File: src/rtl/nor_seq_pkg.sv
package nor_seq_pkg;
    typedef enum logic [3:0] {
        S_IDLE, S_PRE_RD, S_PRE_CHK, S_CMD, S_POLL_RD, S_POLL_CHK,
        S_RECHK_RD, S_RECHK_CHK, S_RST_WR, S_VER_RD, S_VER_CHK, S_FINISH
    } seq_state_e;

    typedef enum logic [1:0] {H_PEND, H_RECHK, H_DONE, H_FAIL} half_st_e;

    typedef enum logic [1:0] {
        RES_OK = 2'd0, RES_DEVERR = 2'd1, RES_TIMEOUT = 2'd2, RES_NOTERASED = 2'd3
    } res_e;

    localparam logic [7:0] CB_UNLOCK_A   = 8'hAA;
    localparam logic [7:0] CB_UNLOCK_B   = 8'h55;
    localparam logic [7:0] CB_ERASE_ARM  = 8'h80;
    localparam logic [7:0] CB_ERASE_GO   = 8'h30;
    localparam logic [7:0] CB_BYPASS     = 8'h20;
    localparam logic [7:0] CB_PROG       = 8'hA0;
    localparam logic [7:0] CB_READ_ARRAY = 8'hF0;

    localparam int OFS_A = 'h555;
    localparam int OFS_B = 'h2AA;
endpackage

File: src/rtl/nor_half_eval.sv
module nor_half_eval
    import nor_seq_pkg::*;
(
    input  logic     is_prog,
    input  logic     recheck_pass,
    input  half_st_e st_in,
    input  logic     rd_ready,
    input  logic     rd_fail,
    input  logic     wd_ready,
    output half_st_e st_out
);
    always_comb begin
        st_out = st_in;
        if (recheck_pass) begin
            if (st_in == H_RECHK)
                st_out = (rd_ready == wd_ready) ? H_DONE : H_FAIL;
        end else if (st_in == H_PEND) begin
            if (!is_prog) begin
                if (rd_ready)     st_out = H_DONE;
                else if (rd_fail) st_out = H_FAIL;
            end else begin
                if (rd_ready == wd_ready) st_out = H_DONE;
                else if (rd_fail)         st_out = H_RECHK;
            end
        end
    end
endmodule

File: src/rtl/nor_poll_timer.sv
module nor_poll_timer #(
    parameter int LIMIT = 100000
) (
    input  logic clk,
    input  logic rst_n,
    input  logic arm,
    input  logic run,
    output logic expired
);
    localparam int CNT_W = $clog2(LIMIT + 1);

    logic [CNT_W-1:0] cnt_d, cnt_q;

    assign expired = (cnt_q >= CNT_W'(LIMIT));

    always_comb begin
        cnt_d = cnt_q;
        if (arm)                cnt_d = '0;
        else if (run && !expired) cnt_d = cnt_q + 1'b1;
    end

    always_ff @(posedge clk) begin
        if (!rst_n) cnt_q <= '0;
        else        cnt_q <= cnt_d;
    end
endmodule

File: src/rtl/nor_cmd_seq.sv
module nor_cmd_seq
    import nor_seq_pkg::*;
#(
    parameter int ADDR_W      = 24,
    parameter int DATA_W      = 32,
    parameter int TIMEOUT_CYC = 100000
) (
    input  logic              clk,
    input  logic              rst_n,
    input  logic              req_start,
    input  logic              req_op,
    input  logic [ADDR_W-1:0] req_addr,
    input  logic [DATA_W-1:0] req_data,
    output logic              req_busy,
    output logic              req_done,
    output logic [1:0]        req_result,
    output logic [ADDR_W-1:0] mem_addr,
    output logic [DATA_W-1:0] mem_wdata,
    input  logic [DATA_W-1:0] mem_rdata,
    output logic              mem_we,
    output logic              mem_re
);
    localparam int HALF_W = 16;
    localparam int NHALF  = DATA_W / HALF_W;
    localparam int STEP_W = 3;
    localparam logic [ADDR_W-1:0] ADR_A = ADDR_W'(OFS_A << 2);
    localparam logic [ADDR_W-1:0] ADR_B = ADDR_W'(OFS_B << 2);

    typedef struct packed {
        seq_state_e              st;
        logic                    op;
        logic [ADDR_W-1:0]       addr;
        logic [DATA_W-1:0]       data;
        logic [STEP_W-1:0]       step;
        half_st_e [NHALF-1:0]    half;
        res_e                    res;
    } ctx_t;

    ctx_t d, q;

    function automatic logic [DATA_W-1:0] cmd_word(input logic [7:0] b);
        logic [DATA_W-1:0] w;
        for (int h = 0; h < NHALF; h++)
            w[h*HALF_W +: HALF_W] = {{(HALF_W-8){1'b0}}, b};
        return w;
    endfunction

    half_st_e half_nx [NHALF];
    logic     tmr_arm, tmr_run, tmr_expired;

    for (genvar h = 0; h < NHALF; h++) begin : g_half
        nor_half_eval u_eval (
            .is_prog      (q.op),
            .recheck_pass (q.st == S_RECHK_CHK),
            .st_in        (q.half[h]),
            .rd_ready     (mem_rdata[h*HALF_W + 7]),
            .rd_fail      (mem_rdata[h*HALF_W + 5]),
            .wd_ready     (q.data[h*HALF_W + 7]),
            .st_out       (half_nx[h])
        );
    end

    assign tmr_run = (q.st == S_POLL_RD) || (q.st == S_POLL_CHK) ||
                     (q.st == S_RECHK_RD) || (q.st == S_RECHK_CHK);

    nor_poll_timer #(.LIMIT(TIMEOUT_CYC)) u_timer (
        .clk     (clk),
        .rst_n   (rst_n),
        .arm     (tmr_arm),
        .run     (tmr_run),
        .expired (tmr_expired)
    );

    logic nx_all_res, nx_any_rechk, q_any_fail, last_step;

    always_comb begin
        nx_all_res   = 1'b1;
        nx_any_rechk = 1'b0;
        q_any_fail   = 1'b0;
        for (int h = 0; h < NHALF; h++) begin
            if (half_nx[h] == H_PEND || half_nx[h] == H_RECHK) nx_all_res = 1'b0;
            if (half_nx[h] == H_RECHK) nx_any_rechk = 1'b1;
            if (q.half[h] == H_FAIL)   q_any_fail   = 1'b1;
        end
        last_step = q.op ? (q.step == 3'd4) : (q.step == 3'd5);
    end

    always_comb begin
        d         = q;
        mem_we    = 1'b0;
        mem_re    = 1'b0;
        mem_addr  = q.addr;
        mem_wdata = '0;
        tmr_arm   = 1'b0;
        unique case (q.st)
            S_IDLE: if (req_start) begin
                d.op   = req_op;
                d.addr = req_addr & ~ADDR_W'(3);
                d.data = req_data;
                d.step = '0;
                d.res  = RES_OK;
                for (int h = 0; h < NHALF; h++) d.half[h] = H_PEND;
                d.st   = req_op ? S_PRE_RD : S_CMD;
            end
            S_PRE_RD: begin
                mem_re = 1'b1;
                d.st   = S_PRE_CHK;
            end
            S_PRE_CHK: begin
                if ((mem_rdata & q.data) != q.data) begin
                    d.res = RES_NOTERASED;
                    d.st  = S_FINISH;
                end else begin
                    d.st  = S_CMD;
                end
            end
            S_CMD: begin
                mem_we = 1'b1;
                if (q.step == 3'd0 || (!q.op && q.step == 3'd3)) begin
                    mem_addr = ADR_A; mem_wdata = cmd_word(CB_UNLOCK_A);
                end else if (q.step == 3'd1 || (!q.op && q.step == 3'd4)) begin
                    mem_addr = ADR_B; mem_wdata = cmd_word(CB_UNLOCK_B);
                end else if (q.step == 3'd2) begin
                    mem_addr  = ADR_A;
                    mem_wdata = cmd_word(q.op ? CB_BYPASS : CB_ERASE_ARM);
                end else if (!q.op) begin
                    mem_wdata = cmd_word(CB_ERASE_GO);
                end else if (q.step == 3'd3) begin
                    mem_wdata = cmd_word(CB_PROG);
                end else begin
                    mem_wdata = q.data;
                end
                if (last_step) begin
                    tmr_arm = 1'b1;
                    d.st    = S_POLL_RD;
                end else begin
                    d.step  = q.step + 1'b1;
                end
            end
            S_POLL_RD: begin
                mem_re = 1'b1;
                d.st   = S_POLL_CHK;
            end
            S_POLL_CHK: begin
                if (tmr_expired) begin
                    d.res = RES_TIMEOUT;
                    d.st  = S_RST_WR;
                end else begin
                    for (int h = 0; h < NHALF; h++) d.half[h] = half_nx[h];
                    if (nx_any_rechk)    d.st = S_RECHK_RD;
                    else if (nx_all_res) d.st = S_RST_WR;
                    else                 d.st = S_POLL_RD;
                end
            end
            S_RECHK_RD: begin
                mem_re = 1'b1;
                d.st   = S_RECHK_CHK;
            end
            S_RECHK_CHK: begin
                for (int h = 0; h < NHALF; h++) d.half[h] = half_nx[h];
                d.st = nx_all_res ? S_RST_WR : S_POLL_RD;
            end
            S_RST_WR: begin
                mem_we    = 1'b1;
                mem_wdata = cmd_word(CB_READ_ARRAY);
                if (q.res == RES_TIMEOUT) begin
                    d.st = S_FINISH;
                end else begin
                    if (q_any_fail) d.res = RES_DEVERR;
                    d.st = q.op ? S_VER_RD : S_FINISH;
                end
            end
            S_VER_RD: begin
                mem_re = 1'b1;
                d.st   = S_VER_CHK;
            end
            S_VER_CHK: begin
                if (mem_rdata != q.data) d.res = RES_DEVERR;
                d.st = S_FINISH;
            end
            S_FINISH: d.st = S_IDLE;
            default:  d.st = S_IDLE;
        endcase
    end

    always_ff @(posedge clk) begin
        if (!rst_n) begin
            q.st   <= S_IDLE;
            q.op   <= 1'b0;
            q.addr <= '0;
            q.data <= '0;
            q.step <= '0;
            q.half <= '0;
            q.res  <= RES_OK;
        end else begin
            q <= d;
        end
    end

    assign req_busy   = (q.st != S_IDLE);
    assign req_done   = (q.st == S_FINISH);
    assign req_result = q.res;
endmodule

File: config.mk
export PLATFORM = sky130hd
export DESIGN_NAME = nor_cmd_seq
export DESIGN_NICKNAME = d
export VERILOG_FILES = /design/src/rtl/nor_seq_pkg.sv /design/src/rtl/nor_half_eval.sv /design/src/rtl/nor_poll_timer.sv /design/src/rtl/nor_cmd_seq.sv
export SDC_FILE = /design/constraint.sdc
export NUM_CORES = 1
export LEC_CHECK = 0
export CORE_MARGIN = 2
export CORE_UTILIZATION = 55
export CTS_CLUSTER_DIAMETER = 150
export DETAILED_ROUTE_END_ITERATION = 7
export DONT_BUFFER_PORTS = 1
export GPL_ROUTABILITY_DRIVEN = 0
export MAX_ROUTING_LAYER = met4
export PLACE_DENSITY = 0.7
export REMOVE_ABC_BUFFERS = 1
export SYNTH_ARGS = -nofsm -noshare
export SYNTH_HDL_FRONTEND = slang
export SYNTH_SLANG_ARGS = --single-unit
File: constraint.sdc
create_clock -name clk -period 3.45 [get_ports clk]
set_clock_uncertainty 0.2 [all_clocks]
set_input_delay 0.69 -clock clk [delete_from_list [all_inputs] [get_ports clk]]
set_output_delay 0.69 -clock clk [all_outputs]
set_load 0.01 [all_outputs]
==> results_dict.tcl <==
set metrics [dict create \
    outcome "complete, no violations" \
    core_mm2 0.00924 \
    clk_pin_slew_ns 0.09 \
    stdcell_count 803 \
    muxShareOfSynthArea 0.00790 \
    area_growth_pct 5.98 \
    viasPerCell 5.71 \
    fin_total_pwr_uw 3450 \
    synth_edf_count 0 \
    fin_nets 802 \
    antenna_left 0 \
    r2r_setup_slack_ns 1.19 \
    synth_xor_xnor_area_share 0.0218 \
    worstPathMaxFanout 13 \
    grt_pass1_vias 4394 \
    track_usage 0.267 \
    reg2reg_depth 6 \
    fillers 848 \
    async_flop_share 0 \
    p_leak_uw 0.00233 \
    cts.hold.buffers_added 0 \
    fin_crit_sh 0.930 \
    multi_input_area_mm2 0.00316 \
    syn-instance-count 680 \
    crit_type "flip-flop to output port" \
    clk_path_buf_depth 2 \
    min-delay-start "req_data[14]" \
    ios 154 \
    seq_area_frac_synth 0.325 \
    routed_wl_um 13300 \
    grt_pass1_wl_um 21000 \
    min_path_type "input pin to flip-flop" \
    cts_tree "built" \
    power.density_mw_per_mm2 623 \
    layout_min_cycle_time_ns 3.21 \
    drv_slew 0 \
    cts-root-buf "clkbuf_8" \
    dr.pass1.iters 5 \
    die_h_um 102 \
    cts.htree.levels 3 \
    rr_startpoint "q[68]" \
    hold_violations 0 \
    synthSimpleGateAreaFrac 0.281 \
    synth.area.top_cells "dfxtp_1 (33%), nand2_1 (10%), ha_1 (9.3%)" \
    rows 35 \
    cp-start-kind "flip-flop" \
    post-place-cells 789 \
    cp_data_arrival_time_ns 2.32 \
    synth_top_family_by_area "simple AND/OR/NAND/NOR gates" \
    clkLatencyLatePin_ns 0.37 \
    synth.distinct_cells 58 \
    post_cts.repair.setup_buffers 0 \
    numCtsBuffers 9 \
    max-cap-violations 0 \
    yosysTopAreaCell "dfxtp_1" \
    synth_area_mm2 0.00523 \
    drc 0 \
    avgRoutedWirePerCell_um 16.5 \
    dr_total_vias 4589 \
    fin_tns_setup_ns 0 \
    synth_flop_cell "dfxtp_1" \
    synthAdderAreaFrac 0.0933 \
    grt_antenna_before_repair 0 \
    syn_area_per_cell_um2 7.69 \
    portBuffers 0 \
    synth_top_area_share 0.325 \
    hold_path_end "q[23]" \
    drive_gt1_frac 0.0875 \
    diodes 0 \
    final-seq-area_mm2 0.00170 \
    max_slew.worst_pin.slew_ns 0.577 \
    synth_compound_area_frac 0.195 \
    die_area_mm2 0.0103 \
    slew_headroom 0.614 \
    grt_overflow_total 0 \
    dp_hpwl_um 9900 \
    ir_worst_vdd_mv 0.317 \
    rsz0062_at_grt "false" \
    end_kind "output port" \
    grt_max_degree 72 \
    chipWidth_um 102 \
    clock_sinks 85 \
    timing.rr.end "q[57]" \
    crit_required_ns 2.56 \
    first_iter_violations 168 \
    ys_seq_elements 85 \
    maxClockFrequency_ghz 0.312 \
    start_util 0.566 \
    holdPathStages 2 \
    setup_viol 0 \
    yosys_warnings 0 \
]
-- sequential cells by signal (all words and copies together) (netlist names) --
name	count
req_result	2
q	66
u_timer.cnt_q	17
-- critical path: stages (launching register included) --
cell and delay, ns:
dfxtp_1 0.41, ha_1 0.18, ha_1 0.26, a22o_4 0.26
nor2_1 0.08, nor2_2 0.21, nand2_1 0.22, a21oi_1 0.33
-- through the flow --
| step | instance area [um^2] | hold slack [ns] | setup WS [ns] | utilization |
|---|---|---|---|---|
| finish | 5540 | 0.245 | 0.240 | 0.600 |
| global route | 5540 | 0.239 | 0.0467 | 0.600 |
| CTS | 5530 | 0.239 | 0.0941 | 0.599 |
| detailed placement | 5350 | 0.251 | 0.317 | 0.579 |
| global placement | 5350 | 0.245 | 0.356 | 0.579 |
| floorplan | 5030 | 0.237 | 0.588 | - |
-- power by group --
| group | total [uW] | switching (uW) | internal, uW |
|---|---|---|---|
| combinational | 1450 | 949 | 503 |
| sequential | 1310 | 148 | 1160 |
| clock | 689 | 362 | 327 |
| total | 3450 | 1460 | 1990 |
-- cell type report --
type,instances,share of cell area
Multi-Input combinational cell,505,0.571
Sequential cell,85,0.307
Inverter,50,0.0339
Tap cell,129,0.0291
Timing Repair Buffer,20,0.0271
Clock buffer,10,0.0230
Clock inverter,4,0.00926
-- Yosys cell counts, types with 2 or more instances --
cell type  instances
a2111oi_2          2
a211oi_2           2
a21boi_0          25
a21boi_1          33
a21o_1             5
a21oi_1           22
a22oi_1            4
a31oi_1            2
a41oi_1            2
and2_1            14
and3_1            18
buf_2             18
buf_4              5
clkbuf_1          17
dfxtp_1           85
ha_1              39
inv_1             48
inv_2              2
mux2i_1            3
nand2_1          140
nand2b_1           4
nand3_1           11
nand3b_1           4
nand4_1           13
nor2_1            46
nor2_2             5
nor2b_1            6
nor3_1            17
nor3_2             2
nor4_1            14
nor4_2             2
o211ai_1           2
o21a_1            11
o21ai_0           16
o21ai_1            4
o22ai_1            3
xnor2_1           13
-- placed cells by master (no fill, tap or decap), types with 3 or more instances in the layout --
cell / n
nand4_1: 13
nand2_1: 140
mux2i_1: 3
nor3_1: 17
a21boi_0: 25
o21a_1: 11
and3_1: 17
nor2b_1: 6
nor2_1: 46
nand3b_1: 4
and2_1: 14
nand2b_1: 4
clkbuf_8: 9
xnor2_1: 13
buf_4: 20
o22ai_1: 3
a21oi_1: 22
nand3_1: 10
o21ai_0: 16
a22oi_1: 4
nor4_1: 14
a21boi_1: 33
nor2_2: 5
inv_1: 48
o21ai_1: 4
a21o_1: 5
ha_1: 39
dfxtp_1: 85
-- worst max-delay path by stage --
stage / from / to / cells past startpoint
2_1_floorplan: q[67] / mem_wdata[20] / 5
3_3_place_gp: q[6] / mem_addr[11] / 5
3_5_place_dp: q[6] / mem_addr[9] / 5
4_1_cts: q[6] / mem_addr[10] / 7
5_1_grt: q[6] / mem_addr[10] / 7
6_report: q[6] / mem_addr[10] / 7
-- logic make-up after synthesis --
group                    count (synthesis)
multiplexers                             4
flip-flops                              85
buffers and inverters                   91
XOR/XNOR                                13
AND/OR/NAND/NOR                        302
adder cells (fa/ha/maj)                 39
other                                    1
AO/OA/AOI/OAI                          145
-- metal layers --
layer  global-route usage  vias to the layer above  part of all wire
met4               0.0873                        0             0.021
li1                     -                     2277                 -
met5                    -                        -                 0
met2                0.405                      168              0.45
met3               0.0497                       28             0.065
met1                0.357                     2116              0.47
-- timing repair --
action                     CTS  global route
setup endpoints to repair   14             1
pin swaps                    0             0
gates resized for setup      2             1
Power figures use the tool's default switching activity.
